==> src/rtl/hfm_pkg.sv <==
package hfm_pkg;

    // command codes written to the command register
    localparam logic [15:0] CMD_EOF        = 16'h0001;
    localparam logic [15:0] CMD_LEN        = 16'h0002;
    localparam logic [15:0] CMD_BURST      = 16'h0008;
    localparam logic [15:0] CMD_MODE_SA    = 16'h0010;
    localparam logic [15:0] CMD_MODE_RELAY = 16'h0020;
    localparam logic [15:0] CMD_MODE_PASS  = 16'h0040;
    localparam logic [15:0] CMD_DIR        = 16'h0080;
    localparam logic [15:0] CMD_STATUS     = 16'h0100;
    localparam logic [15:0] CMD_SUM        = 16'h0200;

    localparam logic [2:0] ADDR_DATA = 3'd0;
    localparam logic [2:0] ADDR_CMD  = 3'd4;

    typedef enum logic [2:0] {
        SEL_NONE,
        SEL_LEN,
        SEL_BURST,
        SEL_STATUS,
        SEL_SUM
    } rsel_e;

    typedef enum logic [1:0] {
        MODE_UNSET,
        MODE_STANDALONE,
        MODE_RELAY,
        MODE_PASS
    } op_mode_e;

    typedef struct packed {
        logic     eof;
        logic     set_sel;
        rsel_e    sel;
        logic     set_mode;
        op_mode_e mode;
    } cmd_t;

    function automatic cmd_t decode_cmd(input logic [15:0] code);
        cmd_t c;
        c.eof      = 1'b0;
        c.set_sel  = 1'b0;
        c.sel      = SEL_NONE;
        c.set_mode = 1'b0;
        c.mode     = MODE_UNSET;
        case (code)
            CMD_EOF:        c.eof = 1'b1;
            CMD_LEN:        begin c.set_sel = 1'b1; c.sel = SEL_LEN;    end
            CMD_BURST:      begin c.set_sel = 1'b1; c.sel = SEL_BURST;  end
            CMD_STATUS:     begin c.set_sel = 1'b1; c.sel = SEL_STATUS; end
            CMD_SUM:        begin c.set_sel = 1'b1; c.sel = SEL_SUM;    end
            CMD_MODE_SA:    begin c.set_mode = 1'b1; c.mode = MODE_STANDALONE; end
            CMD_MODE_RELAY: begin c.set_mode = 1'b1; c.mode = MODE_RELAY;      end
            CMD_MODE_PASS:  begin c.set_mode = 1'b1; c.mode = MODE_PASS;       end
            CMD_DIR:        c.eof = 1'b0; // accepted, no effect
            default:        c.eof = 1'b0;
        endcase
        return c;
    endfunction

    function automatic logic [15:0] status_word(input logic [7:0] drops,
                                                input logic       tx_busy,
                                                input logic       rx_held);
        return {drops, 6'b000000, tx_busy, rx_held};
    endfunction

endpackage

==> src/rtl/hfm_host_port.sv <==
module hfm_host_port
    import hfm_pkg::*;
(
    input  logic        clk,
    input  logic        rst,
    input  logic        cs,
    input  logic        we,
    input  logic [2:0]  addr,
    input  logic [15:0] wdata,
    output logic        data_rd,
    output logic        data_wr,
    output logic        eof,
    output logic        burst_start,
    output rsel_e       rsel,
    output op_mode_e    mode
);
    logic cmd_wr;
    cmd_t dec;

    assign cmd_wr  = cs && we && (addr == ADDR_CMD);
    assign data_rd = cs && !we && (addr == ADDR_DATA);
    assign data_wr = cs && we && (addr == ADDR_DATA);
    assign dec     = decode_cmd(wdata);

    assign eof         = cmd_wr && dec.eof;
    assign burst_start = cmd_wr && dec.set_sel && (dec.sel == SEL_BURST);

    always_ff @(posedge clk) begin
        if (rst) begin
            rsel <= SEL_NONE;
            mode <= MODE_UNSET;
        end else if (cmd_wr) begin
            if (dec.set_sel)  rsel <= dec.sel;
            if (dec.set_mode) mode <= dec.mode;
        end
    end
endmodule

==> src/rtl/hfm_rx_frame.sv <==
module hfm_rx_frame #(
    parameter int DEPTH = 64
) (
    input  logic                         clk,
    input  logic                         rst,
    input  logic                         lk_valid,
    input  logic [7:0]                   lk_data,
    input  logic                         lk_last,
    input  logic                         burst_start,
    input  logic                         burst_rd,
    output logic                         held,
    output logic [$clog2(DEPTH+1)-1:0]   len,
    output logic [7:0]                   sum,
    output logic [15:0]                  word,
    output logic [7:0]                   drop_cnt,
    output logic                         irq
);
    localparam int CNT_W = $clog2(DEPTH + 1);
    localparam int PTR_W = $clog2(DEPTH);

    logic [7:0]       mem [DEPTH];
    logic [CNT_W-1:0] wcnt, byte_idx, len_q, rd_ptr;
    logic [CNT_W:0]   total, lo_idx, hi_idx, len_x;
    logic [9:0]       inner;
    logic [7:0]       sum_q, lo_b, hi_b;
    logic             in_frame, skip_q, ovf_q, held_q;
    logic             cur_skip, ovf_now, frame_ok, last_word;

    // frame-in-progress bookkeeping
    assign byte_idx = in_frame ? wcnt : '0;
    assign cur_skip = in_frame ? skip_q : held_q;
    assign ovf_now  = (in_frame && ovf_q) || (byte_idx >= CNT_W'(DEPTH));
    assign total    = {1'b0, byte_idx} + (CNT_W+1)'(1);
    assign inner    = {mem[1][1:0], mem[0]};
    assign frame_ok = !ovf_now && (total >= (CNT_W+1)'(3))
                      && (32'(inner) <= 32'(total));

    // host-side word view of the held frame
    assign len_x     = {1'b0, len_q};
    assign lo_idx    = {rd_ptr, 1'b0};
    assign hi_idx    = lo_idx + (CNT_W+1)'(1);
    assign lo_b      = (held_q && lo_idx < len_x) ? mem[lo_idx[PTR_W-1:0]] : 8'h00;
    assign hi_b      = (held_q && hi_idx < len_x) ? mem[hi_idx[PTR_W-1:0]] : 8'h00;
    assign last_word = (lo_idx + (CNT_W+1)'(2)) >= len_x;

    assign word = {hi_b, lo_b};
    assign held = held_q;
    assign len  = held_q ? len_q : '0;
    assign sum  = held_q ? sum_q : 8'h00;

    always_ff @(posedge clk) begin
        if (rst) begin
            wcnt     <= '0;
            len_q    <= '0;
            rd_ptr   <= '0;
            sum_q    <= 8'h00;
            in_frame <= 1'b0;
            skip_q   <= 1'b0;
            ovf_q    <= 1'b0;
            held_q   <= 1'b0;
            drop_cnt <= 8'h00;
            irq      <= 1'b0;
        end else begin
            irq <= 1'b0;
            if (lk_valid) begin
                if (!cur_skip && !ovf_now)
                    mem[byte_idx[PTR_W-1:0]] <= lk_data;
                if (!cur_skip)
                    sum_q <= (in_frame ? sum_q : 8'h00) + lk_data;
                in_frame <= !lk_last;
                skip_q   <= cur_skip;
                ovf_q    <= ovf_now;
                wcnt     <= ovf_now ? byte_idx : byte_idx + CNT_W'(1);
                if (lk_last) begin
                    if (!cur_skip && frame_ok) begin
                        held_q <= 1'b1;
                        len_q  <= total[CNT_W-1:0];
                        irq    <= 1'b1;
                    end else begin
                        drop_cnt <= drop_cnt + 8'h01;
                    end
                end
            end
            if (burst_start) begin
                rd_ptr <= '0;
            end else if (burst_rd && held_q) begin
                rd_ptr <= rd_ptr + CNT_W'(1);
                if (last_word) held_q <= 1'b0;
            end
        end
    end
endmodule

==> src/rtl/hfm_tx_frame.sv <==
module hfm_tx_frame #(
    parameter int DEPTH = 64
) (
    input  logic        clk,
    input  logic        rst,
    input  logic        wr,
    input  logic [1:0]  be,
    input  logic [15:0] wdata,
    input  logic        eof,
    output logic        lk_valid,
    output logic [7:0]  lk_data,
    output logic        lk_last,
    input  logic        lk_ready,
    output logic        busy,
    output logic        irq
);
    localparam int CNT_W = $clog2(DEPTH + 1);
    localparam int PTR_W = $clog2(DEPTH);

    logic [7:0]       mem [DEPTH];
    logic [CNT_W-1:0] wp, rp, idx1;
    logic             add0, add1, fire;

    assign add0 = wr && !busy && be[0] && (wp < CNT_W'(DEPTH));
    assign idx1 = wp + CNT_W'(add0);
    assign add1 = wr && !busy && be[1] && (idx1 < CNT_W'(DEPTH));

    assign lk_valid = busy;
    assign lk_data  = mem[rp[PTR_W-1:0]];
    assign lk_last  = busy && (rp == wp - CNT_W'(1));
    assign fire     = busy && lk_ready;

    always_ff @(posedge clk) begin
        if (rst) begin
            wp   <= '0;
            rp   <= '0;
            busy <= 1'b0;
            irq  <= 1'b0;
        end else begin
            irq <= 1'b0;
            if (add0) mem[wp[PTR_W-1:0]]   <= wdata[7:0];
            if (add1) mem[idx1[PTR_W-1:0]] <= wdata[15:8];
            if (!busy) begin
                wp <= idx1 + CNT_W'(add1);
                if (eof && wp != '0) begin
                    busy <= 1'b1;
                    rp   <= '0;
                end
            end else if (fire) begin
                if (lk_last) begin
                    busy <= 1'b0;
                    wp   <= '0;
                    irq  <= 1'b1;
                end else begin
                    rp <= rp + CNT_W'(1);
                end
            end
        end
    end
endmodule

==> src/rtl/hfm_mailbox.sv <==
module hfm_mailbox
    import hfm_pkg::*;
#(
    parameter int DEPTH = 64
) (
    input  logic        clk,
    input  logic        rst,
    input  logic        bus_cs,
    input  logic        bus_we,
    input  logic [2:0]  bus_addr,
    input  logic [1:0]  bus_be,
    input  logic [15:0] bus_wdata,
    output logic [15:0] bus_rdata,
    input  logic        rx_valid,
    input  logic [7:0]  rx_data,
    input  logic        rx_last,
    output logic        tx_valid,
    output logic [7:0]  tx_data,
    output logic        tx_last,
    input  logic        tx_ready,
    output logic        rx_irq,
    output logic        tx_irq,
    output logic [1:0]  op_mode
);
    localparam int CNT_W = $clog2(DEPTH + 1);

    logic             data_rd, data_wr, eof, burst_start, burst_rd;
    rsel_e            rsel;
    op_mode_e         mode;
    logic             rx_held, tx_busy;
    logic [CNT_W-1:0] rx_len;
    logic [7:0]       rx_sum, drop_cnt;
    logic [15:0]      rx_word;

    hfm_host_port u_host (
        .clk(clk), .rst(rst), .cs(bus_cs), .we(bus_we), .addr(bus_addr),
        .wdata(bus_wdata), .data_rd(data_rd), .data_wr(data_wr), .eof(eof),
        .burst_start(burst_start), .rsel(rsel), .mode(mode)
    );

    assign burst_rd = data_rd && (rsel == SEL_BURST);

    hfm_rx_frame #(.DEPTH(DEPTH)) u_rx (
        .clk(clk), .rst(rst), .lk_valid(rx_valid), .lk_data(rx_data),
        .lk_last(rx_last), .burst_start(burst_start), .burst_rd(burst_rd),
        .held(rx_held), .len(rx_len), .sum(rx_sum), .word(rx_word),
        .drop_cnt(drop_cnt), .irq(rx_irq)
    );

    hfm_tx_frame #(.DEPTH(DEPTH)) u_tx (
        .clk(clk), .rst(rst), .wr(data_wr), .be(bus_be), .wdata(bus_wdata),
        .eof(eof), .lk_valid(tx_valid), .lk_data(tx_data), .lk_last(tx_last),
        .lk_ready(tx_ready), .busy(tx_busy), .irq(tx_irq)
    );

    assign op_mode = mode;

    always_comb begin
        bus_rdata = 16'h0000;
        if (data_rd) begin
            case (rsel)
                SEL_LEN:    bus_rdata = 16'(rx_len);
                SEL_BURST:  bus_rdata = rx_word;
                SEL_STATUS: bus_rdata = status_word(drop_cnt, tx_busy, rx_held);
                SEL_SUM:    bus_rdata = {8'h00, rx_sum};
                default:    bus_rdata = 16'h0000;
            endcase
        end
    end
endmodule

==> config.mk <==
export PLATFORM = sky130hd
export DESIGN_NAME = hfm_mailbox
export DESIGN_NICKNAME = d
export VERILOG_FILES = /design/src/rtl/hfm_pkg.sv /design/src/rtl/hfm_host_port.sv /design/src/rtl/hfm_rx_frame.sv /design/src/rtl/hfm_tx_frame.sv /design/src/rtl/hfm_mailbox.sv
export SDC_FILE = /design/constraint.sdc
export NUM_CORES = 1
export LEC_CHECK = 0
export BUFFER_PORTS_ARGS = -buffer_cell sky130_fd_sc_hd__buf_2
export CORE_MARGIN = 4
export CORE_UTILIZATION = 25
export DETAILED_ROUTE_END_ITERATION = 16
export PLACE_DENSITY = 0.38
export SYNTH_ARGS = -nofsm -noshare
export SYNTH_HDL_FRONTEND = slang
export SYNTH_SLANG_ARGS = --single-unit
==> constraint.sdc <==
create_clock -name clk -period 7.3 [get_ports clk]
set_input_delay 0.73 -clock clk [delete_from_list [all_inputs] [get_ports clk]]
set_output_delay 0.73 -clock clk [all_outputs]
set_load 0.005 [all_outputs]
==> results of run 1 <==
[layout make-up]
class | instances | area (um2) | area share
Tap cell | 2672 | 3340 | 0.0569
Sequential cell | 1098 | 32300 | 0.549
Clock inverter | 74 | 694 | 0.0118
Timing Repair Buffer | 138 | 891 | 0.0152
Multi-Input combinational cell | 1610 | 18000 | 0.305
Antenna cell | 1 | 2.50 | 0.0000426
Clock buffer | 169 | 3550 | 0.0603
Inverter | 30 | 113 | 0.00192
[cell usage after synthesis (7+ instances only)]
library cell	n	area [um2]
nand4_1	9	56.3
mux4_2	328	7390
xnor2_1	22	193
or3_1	11	68.8
nand3b_1	10	75.1
mux2_2	513	5780
clkbuf_1	194	728
nor2b_1	12	75.1
o21bai_1	20	150
nand2_1	108	405
nor3_1	19	95.1
ha_1	36	450
buf_1	29	109
xor2_1	22	193
edfxtp_1	1024	30700
inv_1	30	113
nor4_4	7	149
a21oi_1	59	295
o31ai_1	9	67.6
buf_2	12	60.1
and2_1	13	81.3
nand2b_1	11	68.8
a211oi_1	10	75.1
a22oi_1	7	52.6
dfxtp_1	74	1480
nor4_2	9	113
nand3_1	27	135
nor2_1	173	649
and3_1	12	75.1
o21ai_0	64	320
mux2i_1	21	210
[critical path: cells and delay by family]
kind | cells | cell delay, ns
AO/OA/AOI/OAI | 1 | 0.53
XOR/XNOR | 1 | 0.15
adder cells (fa/ha/maj) | 2 | 0.52
buffers and inverters | 2 | 0.45
AND/OR/NAND/NOR | 10 | 3.49
[layer usage]
layer	track usage	wire, um	vias up
met4	0.0476	5030	0
met5	0	0	-
met3	0.0256	7230	252
li1	-	-	12000
met2	0.280	87200	859
met1	0.208	73600	15400
[sequential cells by signal, summed over array words and instances, names as in the netlist, named ones only]
register and count:
u_tx.mem 512, u_rx.mem 512, u_rx.irq 1, u_rx.wcnt 7, u_host.mode 2, u_tx.irq 1
u_rx.len_q 7, u_tx.rp 7, u_host.rsel 3, u_rx.ovf_q 1, u_rx.held 1, u_rx.rd_ptr 7
u_rx.sum_q 8, u_tx.busy 1, u_rx.in_frame 1, u_rx.skip_q 1, u_tx.wp 7, u_rx.drop_cnt 8
[through the flow]
stage          cell area (um2)  cells  utilization
2_1_floorplan            51200   2978            -
3_3_place_gp             54500   5548        0.269
3_5_place_dp             54500   5548        0.269
4_1_cts                  58800   5791        0.290
5_1_grt                  58800   5792        0.290
6_report                 58800   5792        0.290
[logic make-up (layout without fill, tap and decap cells)]
group / Yosys count / after routing / synth area share
flops: 1098 / 1098 / 0.629
xor+xnor: 45 / 45 / 0.00796
other cells: 0 / 1 / 0
fa+ha+maj: 38 / 38 / 0.00938
mux: 862 / 862 / 0.261
buf+inv: 270 / 411 / 0.0208
compound gates: 200 / 200 / 0.0241
simple gates: 465 / 465 / 0.0473
[worst max path at each step]
stage,end,from,cells past startpoint
final,u_tx.mem[61][2],bus_addr[1],16
after global routing,u_tx.mem[29][7],u_tx.busy,12
after CTS,u_tx.mem[61][6],u_tx.busy,13
after detailed placement,u_tx.mem[61][0],bus_addr[1],16
after global placement,u_tx.mem[61][4],bus_addr[1],16
after floorplan,u_tx.mem[35][0],bus_addr[1],15
[where the power goes]
group	internal (mW)	total, mW	switching [mW]	leakage, nW
clock network	3.72	6.48	2.75	2.04
logic	0.152	0.477	0.325	6.05
registers	6.88	6.89	0.0111	9.81
==> impl_metrics.yaml, run 1 <==
timing:
  whs_ns: 0.294
  fin_crit_sh: 0.759
  rsz0062_at_grt: "false"
  max_freq_ghz: 0.180
  finalSetupViolCount: 0
  clock_skew_ns: 0.0204
  relSlewSlack: 0.0872
  worst_slew_pin_slew_ns: 1.36
  hold_violations: 0
  finalSetupTns_ns: 0
  fin_ws_ns: 1.76
  slew_viol_final: 0
  min_period_ns: 5.54
hold_path:
  holdCritPathClass: "input port to flop"
  holdPathEnd: "u_rx.mem[16][3]"
  min-delay-start: "rx_data[3]"
  min_path_cells: 1
critical_path:
  worstSetupPathType: "input port to flop"
  cp.arrival_ns: 5.90
  worst_setup_path_start_kind: "input port"
  critPathMaxFanout: 18
  worstPathRequired_ns: 7.66
  end_kind: "flop"
  worst_path_max_delay_cell: "nor3_2"
  critPathMaxStageDelay_ns: 1.06
  r2r-end: "u_tx.mem[61][2]"
  rr_worst_depth: 13
  path_cells: "buf_2 -> nor2_1 -> nand3b_1 -> nor3b_1 -> and3b_1 -> ha_1 -> ha_1 -> nand2_1 -> nor2_1 -> xnor2_1 -> and4_1 -> nand2_2 -> nor3_2 -> buf_4 -> nand2_1 -> o21ai_0"
  rr_startpoint: "u_tx.busy"
  ff2ff_setup_slack_ns: 1.78
die:
  core_um2: 203000
  io_pins: 66
  initial_core_util: 0.252
  rows: 165
  dieWidth_um: 461
  die-area_um2: 212000
  die_h_um: 461
grt:
  grt_start_max_net_pins: 79
  antenna_found_initial: 12
  grt_pass1_vias: 30100
  grt_pass1_wl_um: 242000
  grt-ovfl-total: 0
  grt_usage: 0.161
routing:
  wl_um: 173000
  routedWlPerCell_um: 29.9
  avgViaCountPerCell: 4.92
  drcViolationCount: 0
  ant_nets: 0
  drt_iter0_markers: 2283
  vias: 28500
  drtPass1Iterations: 5
synthesis:
  syn_nets: 3051
  synthesis.area_um2: 51200
  ys_seq_elements: 1098
  synth_top_flop_cell: "edfxtp_1"
  synthCells: 2978
  synth_edf_count: 1024
  ys_warn_count: 0
  ys_seq_area_frac: 0.629
  synthDistinctLibCells: 78
  synthesis.area_per_instance_um2: 17.2
  async_flop_share: 0
cts:
  clkSinkCount: 1098
  htree_levels: 4
  clock_tree.buffer_depth: 3
  cts_tree: "built"
  cts_resized: 0
  cts-root-buf: "clkbuf_16"
  post-cts-setup-buffers: 0
  numCtsBuffers: 133
  clkTransAtPathRegs_ns: 0.06
  hold_buffers: 0
  worstSkewPairLatency_ns: 0.77
placed_design:
  portBuffers: 65
  post-dp-hpwl_um: 110000
  pre_cts_slack_ns: 0.909
  gp_congestion: 0.785
final_layout:
  fill_cells: 20000
  final_common_cell: "edfxtp_1"
  syn2layout_area_growth_pct: 14.8
  nets: 3084
  layout_common_cells: "1024 x edfxtp_1, 513 x mux2_2, 328 x mux4_2"
  layout-drive-gt1-share: 0.391
run_status:
  status: "finished clean"
run:
  max_cap_violations: 0
power_and_ir_drop:
  p_leak_nw: 17.9
  irDropWorstVdd_mv: 0.206
  power.density_nw_per_um2: 235
  power_mw: 13.8
(Power assumes the default switching activity.)
==> run 2, diff against run 1 <==
--- a/config.mk
+++ b/config.mk
@@ -5,11 +5,12 @@
 export SDC_FILE = /design/constraint.sdc
 export NUM_CORES = 1
 export LEC_CHECK = 0
+export ABC_AREA = 1
 export BUFFER_PORTS_ARGS = -buffer_cell sky130_fd_sc_hd__buf_2
 export CORE_MARGIN = 4
 export CORE_UTILIZATION = 25
 export DETAILED_ROUTE_END_ITERATION = 16
-export PLACE_DENSITY = 0.38
+export PLACE_DENSITY = 0.39
 export SYNTH_ARGS = -nofsm -noshare
 export SYNTH_HDL_FRONTEND = slang
 export SYNTH_SLANG_ARGS = --single-unit
==> constraint.sdc (replaced) <==
create_clock -name clk -period 4.9 [get_ports clk]
set_input_delay 0.49 -clock clk [delete_from_list [all_inputs] [get_ports clk]]
set_output_delay 0.49 -clock clk [all_outputs]
set_load 0.005 [all_outputs]
==> impl_metrics.yaml, run 2 <==
routing:
  wl_um: 189000
  top_layer_used: "met4"
  wirelength_met1_um: 86100
  drtPass1Iterations: 6
  drcViolationCount: 0
  vias: 39100
  ant_nets: 0
  wl_met3_um: 9970
  routedWlPerCell_um: 23.7
  wl_met2_um: 88900
  drt_iter0_markers: 3700
  avgViaCountPerCell: 4.89
cts:
  post-cts-setup-buffers: 0
  hold_buffers: 0
  clock_tree.buffer_depth: 3
  numCtsBuffers: 133
  htree_levels: 4
  clkTransAtPathRegs_ns: 0.06
  clkSinkCount: 1098
  cts_tree: "built"
  cts-root-buf: "clkbuf_16"
  cts_resized: 0
  worstSkewPairLatency_ns: 0.78
final_layout:
  final_common_cell: "nand2_1"
  layout-drive-gt1-share: 0.112
  multi_input_comb_area_um2: 16700
  seqCellArea_um2: 32300
  finish.cell_count_without_fillers: 7991
  nets: 5282
  syn2layout_area_growth_pct: 17.2
  fill_cells: 21200
  layout_common_cells: "1121 x nand2_1, 1024 x edfxtp_1, 882 x o21ai_0"
  utilization: 0.295
critical_path:
  ff2ff_setup_slack_ns: 1.03
  worstSetupPathType: "flop to output pin"
  critPathMaxFanout: 56
  r2r-end: "u_rx.mem[48][1]"
  worstPathRequired_ns: 4.41
  end_kind: "output pin"
  crit_path_end: "tx_data[3]"
  rr_worst_depth: 7
  worst_setup_path_start_kind: "flop"
  rr_startpoint: "u_rx.in_frame"
  cp.arrival_ns: 3.97
hold_path:
  holdCritPathClass: "input port to flop"
placed_design:
  portBuffers: 65
  gp_congestion: 0.809
  post-dp-hpwl_um: 118000
  dp.cells: 7746
synthesis:
  synthesis.area_per_instance_um2: 10.0
  synthTopCellsByCount: "1121 x nand2_1, 1024 x edfxtp_1, 882 x o21ai_0"
  yosysMostFrequentCell: "nand2_1"
  ys_seq_area_frac: 0.631
  synthTopCellsByArea: "edfxtp_1 60%, o21ai_0 8.6%, nand2_1 8.2%"
  synthDistinctLibCells: 54
  synth_edf_count: 1024
  synthesis.area_um2: 51100
  synthCells: 5109
  yosys.area.top_type: "edfxtp_1"
  ys_seq_elements: 1098
  syn_nets: 5182
  async_flop_share: 0
  synth_top_flop_cell: "edfxtp_1"
  yosysTopAreaCellShare: 0.602
  ys_warn_count: 0
power_and_ir_drop:
  internal-power_mw: 15.9
  switching_share: 0.230
  p_sw_mw: 4.75
  p_clk_frac: 0.469
  power.density_nw_per_um2: 344
  combPwrFrac: 0.033
  pwr-share-seq: 0.499
  p_leak_nw: 21.6
  irDropWorstVdd_mv: 0.305
timing:
  fin_crit_sh: 0.911
  clock_skew_ns: 0.0310
  relSlewSlack: 0.165
  worst_slew_pin_slew_ns: 1.24
  whs_ns: 0.0609
  finalSetupViolCount: 0
  finalSetupTns_ns: 0
  max_freq_ghz: 0.224
  rsz0062_at_grt: "false"
  hold_violations: 0
  slew_viol_final: 0
  min_period_ns: 4.46
grt:
  grt_pass1_vias: 38200
  grt-ovfl-total: 0
  grt_start_max_net_pins: 135
  grt_pass1_wl_um: 274000
  antenna_found_initial: 16
  grt_usage: 0.175
run:
  max_cap_violations: 0
die:
  initial_core_util: 0.252
  io_pins: 66
  die_h_um: 460
  core_um2: 203000
  dieWidth_um: 460
  rows: 165
  die-area_um2: 212000
run_status:
  status: "finished clean"
## run 2: cell count changes after synthesis, sizes merged, moves of 112 or more
cell | previous run | this run
o22ai | 0 | 143
mux4 | 328 | 0
o21ai | 64 | 949
nand2 | 110 | 1122
mux2 | 513 | 0
clkbuf | 195 | 378
a21oi | 59 | 274
inv | 30 | 142
nor2 | 173 | 522
## run 2: how the worst min path moves through the flow
stage	startpoint	to	slack, ns	cells after the start
after global placement	u_rx.skip_q	u_rx.skip_q	0.46	2
after detailed placement	u_rx.skip_q	u_rx.skip_q	0.48	2
after floorplan	u_rx.sum_q[0]	u_rx.sum_q[0]	0.45	2
after global routing	rx_valid	u_rx.ovf_q	0.03	3
after CTS	rx_valid	u_rx.skip_q	0.003	3
final	rx_valid	u_rx.skip_q	0.06	3
## run 2: power groups by stage
stage / Combinational (mW) / Clock (mW) / Sequential, mW
3_5_place_dp: 0.684 / 0 / 10.5
4_1_cts: 0.685 / 9.90 / 10.3
6_report: 0.674 / 9.66 / 10.3
2_1_floorplan: 0.340 / 0 / 10.5
3_3_place_gp: 0.673 / 0 / 10.5
5_1_grt: 0.750 / 10.3 / 10.3
## run 2: layer usage
| metal | track usage | vias up |
|---|---|---|
| li1 | - | 18500 |
| met3 | 0.0262 | 235 |
| met5 | 0 | - |
| met4 | 0.0454 | 0 |
| met2 | 0.287 | 1191 |
| met1 | 0.242 | 19200 |
## run 2: worst max-delay path, cell delays in order, from the launching register on
cell      delay (ns)
dfxtp_4         0.58
buf_4           0.62
o21ai_0         0.25
o22ai_1         0.21
nor2_1          0.09
o32ai_1         0.88
o211ai_1        0.22
nand2_1         0.17
buf_2           0.14
## run 2: final cells by class
cell class	instances	share of cell area
Sequential cell	1098	0.539
Multi-Input combinational cell	3457	0.279
Clock buffer	160	0.0585
Tap cell	2672	0.0558
Timing Repair Buffer	366	0.0473
Clock inverter	75	0.0110
Inverter	153	0.00984
Antenna cell	10	0.000418
## run 2: logic make-up after synthesis
group,after synthesis,synth area share
adders and majority gates,37,0.00921
and+or+nand+nor,1803,0.139
DFF,1098,0.631
buffers and inverters,554,0.0426
xor gates and xnor gates,31,0.00532
AOI/OAI and AO/OA,1586,0.173
## run 2: through the flow
stage	power [mW]	area (um2)	worst slack (ns)
floorplan	10.8	51100	1.42
global placement	11.1	55700	0.824
detailed placement	11.2	55700	0.873
CTS	20.9	59800	0.370
global route	21.3	59900	0.112
finish	20.6	59900	0.438
